--- src/rtl/gpio_shared_pkg.sv ---
// Shared constants and types for the dual GPIO port block.
// Assumes a 4-bit register address space with six mapped registers.
package gpio_shared_pkg;
    localparam int ADDR_W = 4;

    localparam logic [ADDR_W-1:0] A_CFG  = 4'h0;
    localparam logic [ADDR_W-1:0] A_IRQ  = 4'h1;
    localparam logic [ADDR_W-1:0] A_PA   = 4'h2;
    localparam logic [ADDR_W-1:0] A_PB   = 4'h3;
    localparam logic [ADDR_W-1:0] A_DIR  = 4'h4;
    localparam logic [ADDR_W-1:0] A_CTRL = 4'h5;

    typedef enum logic [1:0] {
        ST_IDLE = 2'd0,
        ST_WAIT = 2'd1,
        ST_RESP = 2'd2
    } bus_st_e;

    typedef enum logic [1:0] {
        RD_HOLD = 2'd0,
        RD_PA   = 2'd1,
        RD_PB   = 2'd2
    } rd_src_e;
endpackage

--- src/rtl/gpio_sync_gate.sv ---
// Two-stage input synchronizer whose stages advance only while en is high.
// Assumes en is driven from registered bus decode; q holds when en is low.
module gpio_sync_gate #(
    parameter int W = 8
) (
    input  logic         clk,
    input  logic         rst_n,
    input  logic         en,
    input  logic [W-1:0] d,
    output logic [W-1:0] q
);
    logic [W-1:0] stage1;

    // Shift pin levels through both stages only when enabled.
    always_ff @(posedge clk) begin
        if (!rst_n) begin
            stage1 <= '0;
            q      <= '0;
        end else if (en) begin
            stage1 <= d;
            q      <= stage1;
        end
    end
endmodule

--- src/rtl/gpio_access_ctl.sv ---
// Privilege and target decode for one register access.
// Assumes addresses 0 and 1 are global; all others follow the protect bit.
module gpio_access_ctl
    import gpio_shared_pkg::*;
(
    input  logic [ADDR_W-1:0] addr,
    input  logic              supv,
    input  logic              protect,
    output logic              allowed,
    output logic              is_pa,
    output logic              is_pb
);
    logic is_global;

    // Classify the address and decide whether the requester may access it.
    always_comb begin
        is_global = (addr == A_CFG) || (addr == A_IRQ);
        is_pa     = (addr == A_PA);
        is_pb     = (addr == A_PB);
        if (is_global) allowed = supv;
        else           allowed = supv || !protect;
    end
endmodule

--- src/rtl/gpio_pa_pinmux.sv ---
// Port A pin drive and read-back selection, per bit.
// Assumes the low MUX_W bits are the ones overridden in mux mode.
module gpio_pa_pinmux #(
    parameter int W     = 8,
    parameter int MUX_W = 3
) (
    input  logic [W-1:0]     dir,
    input  logic [W-1:0]     lat,
    input  logic             mux_on,
    input  logic [MUX_W-1:0] maddr,
    input  logic [W-1:0]     sync,
    output logic [W-1:0]     oe,
    output logic [W-1:0]     dout,
    output logic [W-1:0]     rd_val
);
    genvar gi;
    generate
        for (gi = 0; gi < W; gi++) begin : g_bit
            if (gi < MUX_W) begin : g_mux
                // Low bits: multiplexer address wins over direction in mux mode.
                always_comb begin
                    oe[gi]     = mux_on ? 1'b1 : dir[gi];
                    dout[gi]   = mux_on ? maddr[gi] : lat[gi];
                    rd_val[gi] = mux_on ? maddr[gi] : (dir[gi] ? lat[gi] : sync[gi]);
                end
            end else begin : g_plain
                // High bits: plain direction-controlled pin.
                always_comb begin
                    oe[gi]     = dir[gi];
                    dout[gi]   = lat[gi];
                    rd_val[gi] = dir[gi] ? lat[gi] : sync[gi];
                end
            end
        end
    endgenerate
endmodule

--- src/rtl/gpio_shared_port.sv ---
// Top of the dual GPIO port: bus FSM, registers, synchronizers, pin mux.
// Assumes the master holds its request until ack/terr and drops it then.
module gpio_shared_port
    import gpio_shared_pkg::*;
#(
    parameter int PORT_W = 8,
    parameter int MUX_W  = 3
) (
    input  logic              clk,
    input  logic              rst_n,
    input  logic              bus_req,
    input  logic              bus_wr,
    input  logic [ADDR_W-1:0] bus_addr,
    input  logic [PORT_W-1:0] bus_wdata,
    input  logic              bus_supv,
    output logic [PORT_W-1:0] bus_rdata,
    output logic              bus_ack,
    output logic              bus_terr,
    input  logic [PORT_W-1:0] pa_in,
    output logic [PORT_W-1:0] pa_out,
    output logic [PORT_W-1:0] pa_oe,
    input  logic [PORT_W-1:0] pb_in,
    input  logic [MUX_W-1:0]  mux_addr
);
    bus_st_e           st_q;
    rd_src_e           src_q;
    logic              err_q;
    logic [ADDR_W-1:0] addr_q;
    logic [PORT_W-1:0] hold_q;
    logic              protect_q;
    logic [PORT_W-1:0] irq_q;
    logic [PORT_W-1:0] dir_q;
    logic [PORT_W-1:0] lat_q;
    logic              mux_q;
    logic [MUX_W-1:0]  ma_q;

    logic              allowed, is_pa, is_pb, start;
    logic              en_a, en_b;
    logic [PORT_W-1:0] sync_a, sync_b, pa_rd, reg_rd;

    gpio_access_ctl u_acc (
        .addr    (bus_addr),
        .supv    (bus_supv),
        .protect (protect_q),
        .allowed (allowed),
        .is_pa   (is_pa),
        .is_pb   (is_pb)
    );

    // A new access is sampled only while idle.
    assign start = (st_q == ST_IDLE) && bus_req;

    // Clock a port's synchronizer only during an access to that port.
    always_comb begin
        en_a = (start && allowed && is_pa) || ((st_q == ST_WAIT) && (addr_q == A_PA));
        en_b = (start && allowed && is_pb) || ((st_q == ST_WAIT) && (addr_q == A_PB));
    end

    gpio_sync_gate #(.W(PORT_W)) u_sync_a (
        .clk (clk), .rst_n (rst_n), .en (en_a), .d (pa_in), .q (sync_a)
    );

    gpio_sync_gate #(.W(PORT_W)) u_sync_b (
        .clk (clk), .rst_n (rst_n), .en (en_b), .d (pb_in), .q (sync_b)
    );

    gpio_pa_pinmux #(.W(PORT_W), .MUX_W(MUX_W)) u_pinmux (
        .dir    (dir_q),
        .lat    (lat_q),
        .mux_on (mux_q),
        .maddr  (ma_q),
        .sync   (sync_a),
        .oe     (pa_oe),
        .dout   (pa_out),
        .rd_val (pa_rd)
    );

    // Read value for the non-port registers.
    always_comb begin
        reg_rd = '0;
        case (bus_addr)
            A_CFG:   reg_rd[0] = protect_q;
            A_IRQ:   reg_rd    = irq_q;
            A_DIR:   reg_rd    = dir_q;
            A_CTRL:  reg_rd[0] = mux_q;
            default: reg_rd    = '0;
        endcase
    end

    // Register the external multiplexer address every cycle.
    always_ff @(posedge clk) begin
        if (!rst_n) ma_q <= '0;
        else        ma_q <= mux_addr;
    end

    // Bus FSM: decode, privilege, register writes and response timing.
    always_ff @(posedge clk) begin
        if (!rst_n) begin
            st_q      <= ST_IDLE;
            src_q     <= RD_HOLD;
            err_q     <= 1'b0;
            addr_q    <= '0;
            hold_q    <= '0;
            protect_q <= 1'b1;
            irq_q     <= '0;
            dir_q     <= '0;
            lat_q     <= '0;
            mux_q     <= 1'b0;
        end else begin
            case (st_q)
                ST_IDLE: if (bus_req) begin
                    addr_q <= bus_addr;
                    src_q  <= RD_HOLD;
                    if (!allowed) begin
                        err_q <= 1'b1;
                        st_q  <= ST_RESP;
                    end else begin
                        err_q <= 1'b0;
                        if (!bus_wr && (is_pa || is_pb)) begin
                            src_q <= is_pa ? RD_PA : RD_PB;
                            st_q  <= ST_WAIT;
                        end else begin
                            st_q <= ST_RESP;
                            if (bus_wr) begin
                                case (bus_addr)
                                    A_CFG:   protect_q <= bus_wdata[0];
                                    A_IRQ:   irq_q     <= bus_wdata;
                                    A_PA:    lat_q     <= bus_wdata;
                                    A_DIR:   dir_q     <= bus_wdata;
                                    A_CTRL:  mux_q     <= bus_wdata[0];
                                    default: ;
                                endcase
                            end else begin
                                hold_q <= reg_rd;
                            end
                        end
                    end
                end
                ST_WAIT: st_q <= ST_RESP;
                default: st_q <= ST_IDLE;
            endcase
        end
    end

    // Response strobes and read data multiplexing.
    always_comb begin
        bus_ack  = (st_q == ST_RESP) && !err_q;
        bus_terr = (st_q == ST_RESP) && err_q;
        if (!bus_ack)            bus_rdata = '0;
        else if (src_q == RD_PA) bus_rdata = pa_rd;
        else if (src_q == RD_PB) bus_rdata = sync_b;
        else                     bus_rdata = hold_q;
    end
endmodule

--- config.mk ---
export PLATFORM = sky130hd
export DESIGN_NAME = gpio_shared_port
export DESIGN_NICKNAME = d
export VERILOG_FILES = /design/src/rtl/gpio_shared_pkg.sv /design/src/rtl/gpio_sync_gate.sv /design/src/rtl/gpio_access_ctl.sv /design/src/rtl/gpio_pa_pinmux.sv /design/src/rtl/gpio_shared_port.sv
export SDC_FILE = /design/constraint.sdc
export NUM_CORES = 1
export LEC_CHECK = 0
export BUFFER_PORTS_ARGS = -buffer_cell sky130_fd_sc_hd__buf_2
export CAP_MARGIN = 20
export CORE_UTILIZATION = 50
export DETAILED_ROUTE_END_ITERATION = 12
export GPL_ROUTABILITY_DRIVEN = 0
export GPL_TIMING_DRIVEN = 1
export PLACE_DENSITY_LB_ADDON = 0.3
export RECOVER_POWER = 50
export SETUP_SLACK_MARGIN = 0.1
export SYNTH_ARGS = -nofsm -noshare
export SYNTH_HDL_FRONTEND = slang
export SYNTH_SLANG_ARGS = --single-unit
--- constraint.sdc ---
create_clock -name clk -period 2.2 [get_ports clk]
set_input_delay 0.33 -clock clk [delete_from_list [all_inputs] [get_ports clk]]
set_output_delay 0.33 -clock clk [all_outputs]
set_load 0.05 [all_outputs]
==> results.md, run 1 <==
- The run finished, with violations left.
- The checks that failed: max-capacitance violations, max-slew violations.
- After synthesis, the cell types taking the most area are dfxtp_1 42%, mux2i_1 16%, nand2_1 8.0%, nor2b_1 5.1%, nand3_1 2.4%.
- The number of buffers added to fix hold violations after cts is 0.
- Sorting the synthesized cells by how often they occur yields 79 x nand2_1, 78 x dfxtp_1, 61 x mux2i_1.
- The total count of hold-check failures in the final report came to 0.
- The worst hold path belongs to the class input pin to register.
- The startpoint type of the worst setup path is a register.
- Counting cells, the worst reg-to-reg path comes to 4.
- The count of non-filler cells in the finished layout is 555.
- Clock-pin slew was measured on the worst setup and hold paths at 0.08 ns.
- Setup repair after global routing could not meet its margin everywhere.
- The final setup violation count is 0.
- Counting every instance in the synthesized netlist gives 407.
- The height of the chip is 88.1 um.
- The setup clock skew after layout is 0.00883 ns.
- The pre-antenna-repair detailed-routing pass consisted of 4 iterations.
- The die extent in x is 88.1 um.
- The peak supply drop is 0.000544 V.
- The count of warnings emitted by yosys is 0.
- The global-route wire length before repair is 12,200 um.
- The port buffer count is 61.
- For this run, design rule violations remaining after detail routing come to 0.
- The arrival time reported for the critical path endpoint is 1.67 ns.
- Timing analysis after detailed placement gives a worst setup slack of 0.311 ns.
- The slew at the pin closest to its max-slew limit is 1.74 ns.
- The cell chosen for the clock root is clkbuf_8.
- The worst hold path was traced through 2 stages.
- The total chip power is 2.96 mW.
- Summed over all layers, the routed wires come to 7510 um.
- The synthesized design contains 78 register bits.
- The global route total overflow is 0.
- The area share of the largest cell type after synthesis is 0.421.
- The final route contains 2,849 vias.
- The cell area after layout is 4290 sq um.
- In this run the count of I/O pins placed on the die edge is 62.
- 0 antenna diodes ended up in the layout.
- The fraction of final layout cells sized beyond drive strength 1 is 0.217.
- For hold timing, the worst endpoint is ma_q[1]$_SDFF_PN0_.
- For flop-to-flop paths, the worst setup slack is 0.39 ns.
- The final layout contains 487 nets.
- Data on the critical path is required at its endpoint by 1.87 ns.
- The hold path startpoint is mux_addr[1].
- The clock net in this run drives a total of 78 sinks.
- TritonCTS built the clock tree.
- The final core utilization is 0.594.
- The endpoint identified for the worst register-to-register timing path is hold_q[3]$_SDFFE_PN0P_.
- Using the TritonRoute via totals, the vias-per-cell ratio works out to 5.13.
- The effective utilization at floorplan is 0.514.
- The leakage power is 1.79 nW.
- Including well taps, the total number of placed cells is 539.
- The later pin in the worst-skew pair is clocked with a latency of 0.36 ns.
- The number of levels the H-tree was split into is 3.
- In this run the deepest clock path goes through 2 buffers.
- Dividing the detail-routed wire length by the instance count gives 13.5 um.
- The worst setup path is captured at an output port.
- The share of flip-flops with an asynchronous set or reset after synthesis is 0.
- The initial DRC count is 126.
- Of the synthesized area, sequential elements account for 0.421.
- The total negative slack is 0 ns.
- In this run the tightest slew margin relative to its limit is -0.160.
- The detail route stage leaves a number of antenna-violating nets equal to 0.
- The cell area after technology mapping is 3710 sq um.
- In the post-synthesis netlist, the cell with the most instances is nand2_1.
- For this run, the total global-route usage over all layers was measured as 0.206.
- The area growth from synthesis to layout is 15.6%.
- The maximum number of pins on one net before global-route repair is 103.
- The worst path in the final design needs a cycle of 2.00 ns, including I/O delays and setup.
- The final worst-path setup slack is 0.198 ns.
- The critical setup path kind is register to output port.
- The standard cell core area is 7210 sq um.
- Averaged over all synthesized cells, the footprint is 9.11 sq um.
- The floorplan die area is 7770 sq um.
- The placed cell area is 4040 sq um.
- The startpoint of the lowest-slack register-to-register path is st_q[0]$_SDFFE_PN0P_.
- The most used flip-flop cell after synthesis is dfxtp_1.
- Row generation in the floorplan step produced 31 rows.
- The via count of the first global-routing pass is 2,633.
- Of the available clock period, the critical path in the final layout requires 0.910.
- The max capacitance violation total is 1.
- The library cell occupying the most area in the post-synthesis netlist is dfxtp_1.
- The highest achievable clock rate is 499 MHz.
- The final count of pins violating max slew is 103.
- The power density over cell area is 691 nW/um^2.
- The biggest fanout along the worst timing path is 9.
- The total half-perimeter wirelength after legalization and detailed placement is 5250 um.
- Yosys mapped a number of flops with a built-in enable equal to 0.
- The worst hold slack after final layout is 0.179 ns.
- Counting the buffers created by CTS gives 9.
- The number of distinct library cell variants in the gate-level netlist after synthesis is 44.
- The number of nets in the synthesized netlist is 443.
- The number of antenna violations at the first check in global routing is 0.
## final cells by class
| cell class | count | area [sq um] |
|---|---|---|
| Fill cell | 672 | 2930 |
| Multi-Input combinational cell | 289 | 1970 |
| Timing Repair Buffer | 69 | 358 |
| Tap cell | 99 | 124 |
| Sequential cell | 78 | 1570 |
| Clock buffer | 10 | 138 |
| Inverter | 4 | 15.0 |
| Clock inverter | 6 | 116 |
## cells by family (layout without fill, tap and decap cells)
family | count (synthesis) | in the layout | share of synthesized area
AND/OR/NAND/NOR | 166 | 166 | 0.225
flip-flops | 78 | 78 | 0.421
multiplexers | 62 | 62 | 0.171
AO/OA/AOI/OAI | 61 | 61 | 0.125
buffers and inverters | 40 | 89 | 0.0587
## what timing repair did
item,4_1_cts,5_1_grt
buffers inserted,0,0
resized for setup,7,6
setup endpoints to repair,9,7
## layout by cell type (no fill, tap or decap), types with 4 or more instances in the layout
| cell type | Yosys | final |
|---|---|---|
| dfxtp_1 | 78 | 75 |
| a211oi_2 | 0 | 6 |
| buf_2 | 3 | 42 |
| clkbuf_8 | 0 | 10 |
| o21ai_0 | 15 | 13 |
| nor2b_1 | 30 | 29 |
| nor2_1 | 10 | 10 |
| nand3_1 | 18 | 18 |
| a211oi_1 | 12 | 6 |
| mux2i_1 | 61 | 61 |
| clkbuf_1 | 18 | 14 |
| a21boi_1 | 7 | 7 |
| inv_1 | 4 | 4 |
| a22o_1 | 7 | 7 |
| nand2_1 | 79 | 79 |
| or2_2 | 4 | 4 |
| a21boi_0 | 5 | 5 |
| a21oi_1 | 4 | 4 |
| buf_4 | 11 | 12 |
## worst max-delay path by stage
stage                               start           end  slack [ns]  depth (start not counted)
finish               st_q[0]$_SDFFE_PN0P_  bus_rdata[3]        0.20                          3
global route        src_q[1]$_SDFFE_PN0N_  bus_rdata[6]         0.1                          5
CTS                  st_q[1]$_SDFFE_PN0P_  bus_rdata[3]        0.11                          3
detailed placement   st_q[1]$_SDFFE_PN0P_  bus_rdata[3]        0.31                          3
global placement     st_q[1]$_SDFFE_PN0P_  bus_rdata[2]        0.36                          3
floorplan           src_q[1]$_SDFFE_PN0N_  bus_rdata[3]       0.007                          4
## where the power goes
group          internal (mW)  leakage [nW]  switching [mW]
Combinational         0.0752          1.03           0.113
Clock                  0.795         0.127           0.545
Sequential              1.43         0.632          0.0101
## sequential cells by signal (all words and copies together), names as in the netlist, 2 cells and up
signal and flops:
src_q 2, u_sync_b.stage1 8, st_q 2, addr_q 4
dir_q 8, irq_q 8, lat_q 8, ma_q 3
hold_q 8, u_sync_b.q 8, u_sync_a.stage1 8, u_sync_a.q 8
## per-layer routing
layer	track usage	wire [um]	vias up
met2	0.331	3580	55
met1	0.264	3520	1303
li1	-	-	1479
met4	0.0997	140	0
met3	0.0424	274	12
met5	0	0	-
## worst max-delay path, stage by stage, from the launching register on
cell,delay [ns]
dfxtp_1,0.37
or3b_4,0.50
a211oi_2,0.21
buf_4,0.24
Note: power is estimated with default switching activity, not from simulation.
==> run 2, diff against run 1 <==
--- a/config.mk
+++ b/config.mk
@@ -10,10 +10,11 @@
 export CORE_UTILIZATION = 50
 export DETAILED_ROUTE_END_ITERATION = 12
 export GPL_ROUTABILITY_DRIVEN = 0
-export GPL_TIMING_DRIVEN = 1
+export GPL_TIMING_DRIVEN = 0
 export PLACE_DENSITY_LB_ADDON = 0.3
 export RECOVER_POWER = 50
 export SETUP_SLACK_MARGIN = 0.1
+export SLEW_MARGIN = 0
 export SYNTH_ARGS = -nofsm -noshare
 export SYNTH_HDL_FRONTEND = slang
 export SYNTH_SLANG_ARGS = --single-unit
==> results.md, run 2 (same netlist as run 1, synthesis figures left out) <==
- The initial DRC count is 129 (was 126).
- The number of antenna violations at the first check in global routing is 0 (unchanged).
- The height of the chip came to 88.1 um (unchanged).
- The number of buffer and inverter stages on the critical path is 3 (was 1).
- The standard cell core area is 7210 sq um (unchanged).
- The total count of hold-check failures in the final report was 0 (unchanged).
- The fraction of final layout cells sized beyond drive strength 1 is 0.211 (was 0.217).
- The setup clock skew after layout is 0.00625 ns (was 0.00883 ns).
- The detailed-route vias per instance is 5.25 (was 5.13).
- The critical setup path kind is register to output port (unchanged).
- The number of nets at the end of the flow is 510 (was 487).
- The count of buffers added by post-CTS timing repair for setup came to 0 (unchanged).
- The number of levels the H-tree was split into is 3 (unchanged).
- The biggest fanout along the worst timing path is 10 (was 9).
- The via count of the first global-routing pass is 2,834 (was 2,633).
- The worst endpoint required time is 1.87 ns (about the same).
- The cell chosen for the clock root is clkbuf_8 (unchanged).
- CP Cell Sequence: buf_4, clkbuf_4, a21oi_1, a211oi_2, buf_4 (was or3b_4, a211oi_2, buf_4).
- The total number of clock tree sinks is 78 (unchanged).
- The maximum number of pins on one net before global-route repair was 14 (was 103).
- The peak supply drop was 0.000455 V (was 0.000544 V).
- The clock tree from TritonCTS is done (unchanged).
- The clock transition at the registers of the reported paths is 0.08 ns (about the same).
- The number of antenna diodes is 0 (unchanged).
- The slowest stage cell on the critical path is dfxtp_2 (was or3b_4).
- Commonest cells after routing, fill and taps aside: 79 x nand2_1, 76 x dfxtp_1, 61 x mux2i_1, 38 x buf_2, 33 x clkbuf_1 (was 79 x nand2_1, 75 x dfxtp_1, 61 x mux2i_1, 42 x buf_2, 29 x nor2b_1).
- The relative max-transition margin was 0.539 (was -0.160).
- The final critical path time including I/O delays and setup is 2.03 ns (was 2.00 ns).
- The post-detailed-routing wire length is 8370 um (was 7510 um).
- The total routing resource utilization after global routing is 0.226 (was 0.206).
- The clock latency on the worst-skew pair came to 0.35 ns (was 0.36 ns).
- The die extent in x is 88.1 um (unchanged).
- The final core utilization is 0.601 (was 0.594).
- Among the stages of the critical path, the cell type that occurs most often is buf_4.
- The number of buffers added by the clock tree synthesis step is 9 (unchanged).
- The number of placement rows is 31 (unchanged).
- The final setup violation count was 0 (unchanged).
- The maximum clock insertion buffer count is 2 (unchanged).
- The synthesis-to-layout area growth is 16.9% (was 15.6%).
- The leading cell type in the layout, fill and taps excluded is nand2_1 (unchanged).
- The floorplan die area is 7770 sq um (unchanged).
- The highest achievable clock rate was 492 MHz (was 499 MHz).
- The final worst-path setup slack is 0.166 ns (was 0.198 ns).
- The total half-perimeter wirelength after legalization and detailed placement is 6200 um (was 5250 um).
- The cell family contributing the most delay on the critical path is buffers and inverters (was simple AND/OR/NAND/NOR gates).
- The slew at the pin closest to its max-slew limit was 0.690 ns (was 1.74 ns).
- The average detailed-routed wire length per instance is 14.5 um (was 13.5 um).
- The nature of the critical path endpoint is an output port (unchanged).
- The total negative slack is 0 ns (unchanged).
- The total I/O pin count was 62 (unchanged).
- The post-detailed-route DRC marker count is 0 (unchanged).
- The arrival time reported for the critical path endpoint is 1.70 ns (was 1.67 ns).
- The first-pass iteration count of the detailed router is 4 (unchanged).
- The number of nets with antenna violations after routing was 0 (unchanged).
- Setup repair after global routing missed its margin: true (unchanged).
- The final count of pins violating max slew is 0 (was 103).
- The global-route wire length before repair is 13,300 um (was 12,200 um).
- Outcome: completed (was finished with violations).
- The setup slack after placement came to 0.00813 ns (was 0.311 ns).
- The power density over cell area is 618 nW/um^2 (was 691 nW/um^2).
- The final worst-path cycle share is 0.925 (was 0.910).
- The number of inserted filler cells in the final layout is 676 (was 672).
- The port buffer count is 57 (was 61).
- The max capacitance violation total was 0 (was 1).
- The effective utilization at floorplan was 0.514 (unchanged).
- The count of vias placed by the detailed router came to 3,036 (was 2,849).
- The largest incremental delay on the critical path is 0.38 ns (was 0.50 ns).
- The leakage power came to 1.81 nW (was 1.79 nW).
- The startpoint type of the worst setup path is a register (unchanged).
- The path class of the lowest-slack min-delay path is input pin to register (unchanged).
- The global route total overflow came to 0 (unchanged).
[run 2: power breakdown]
part	internal [mW]	switching, mW	total [mW]
combinational	0.0735	0.124	0.197
sequential	1.43	0.00970	1.43
clock	0.523	0.524	1.05
[run 2: final timing paths]
| kind | startpoint | end | slack, ns | cells past startpoint |
|---|---|---|---|---|
| worst max-delay path | src_q[1]$_SDFFE_PN0N_ | bus_rdata[7] | 0.17 | 5 |
| worst min-delay path | mux_addr[2] | ma_q[2]$_SDFF_PN0_ | 0.19 | 2 |
| worst max register to register | st_q[0]$_SDFFE_PN0P_ | irq_q[2]$_SDFFE_PN0P_ | 0.22 | 4 |
| worst min register to register | u_sync_b.q[7]$_SDFFE_PN0P_ | u_sync_b.q[7]$_SDFFE_PN0P_ | 0.47 | 2 |
[run 2: area by class of cell]
| type | count | area [sq um] | area share |
|---|---|---|---|
| repair buffers | 57 | 290 | 0.0669 |
| clock inverters | 6 | 61.3 | 0.0141 |
| well taps | 99 | 124 | 0.0286 |
| multi-input cells | 289 | 1960 | 0.451 |
| flip-flops and latches | 78 | 1560 | 0.361 |
| inverters | 4 | 15.0 | 0.00346 |
| plain buffers | 35 | 198 | 0.0456 |
| clock buffers | 10 | 128 | 0.0294 |
[run 2: what timing repair did]
item,4_1_cts,5_1_grt
endpoints found under the setup margin,9,8
endpoints found under the hold margin,0,0
hold buffers,0,0
resized for setup,18,7
[run 2: layer usage]
| metal | global-route usage | up-vias | part of all wire |
|---|---|---|---|
| li1 | - | 1534 | - |
| met1 | 0.287 | 1448 | 0.48 |
| met2 | 0.389 | 46 | 0.48 |
| met3 | 0.0349 | 8 | 0.026 |
| met4 | 0.0792 | 0 | 0.012 |
| met5 | 0 | - | 0 |
[run 2: per-stage QoR]
stage / cells / power (mW) / hold WS (ns) / cell area (sq um)
final: 578 / 2.68 / 0.188 / 4340
after global routing: 578 / 2.77 / 0.187 / 4340
after global placement: 563 / 1.67 / 0.445 / 4150
after detailed placement: 563 / 1.67 / 0.451 / 4150
after floorplan: 407 / 1.59 / 0.435 / 3740
after CTS: 578 / 2.70 / 0.185 / 4370
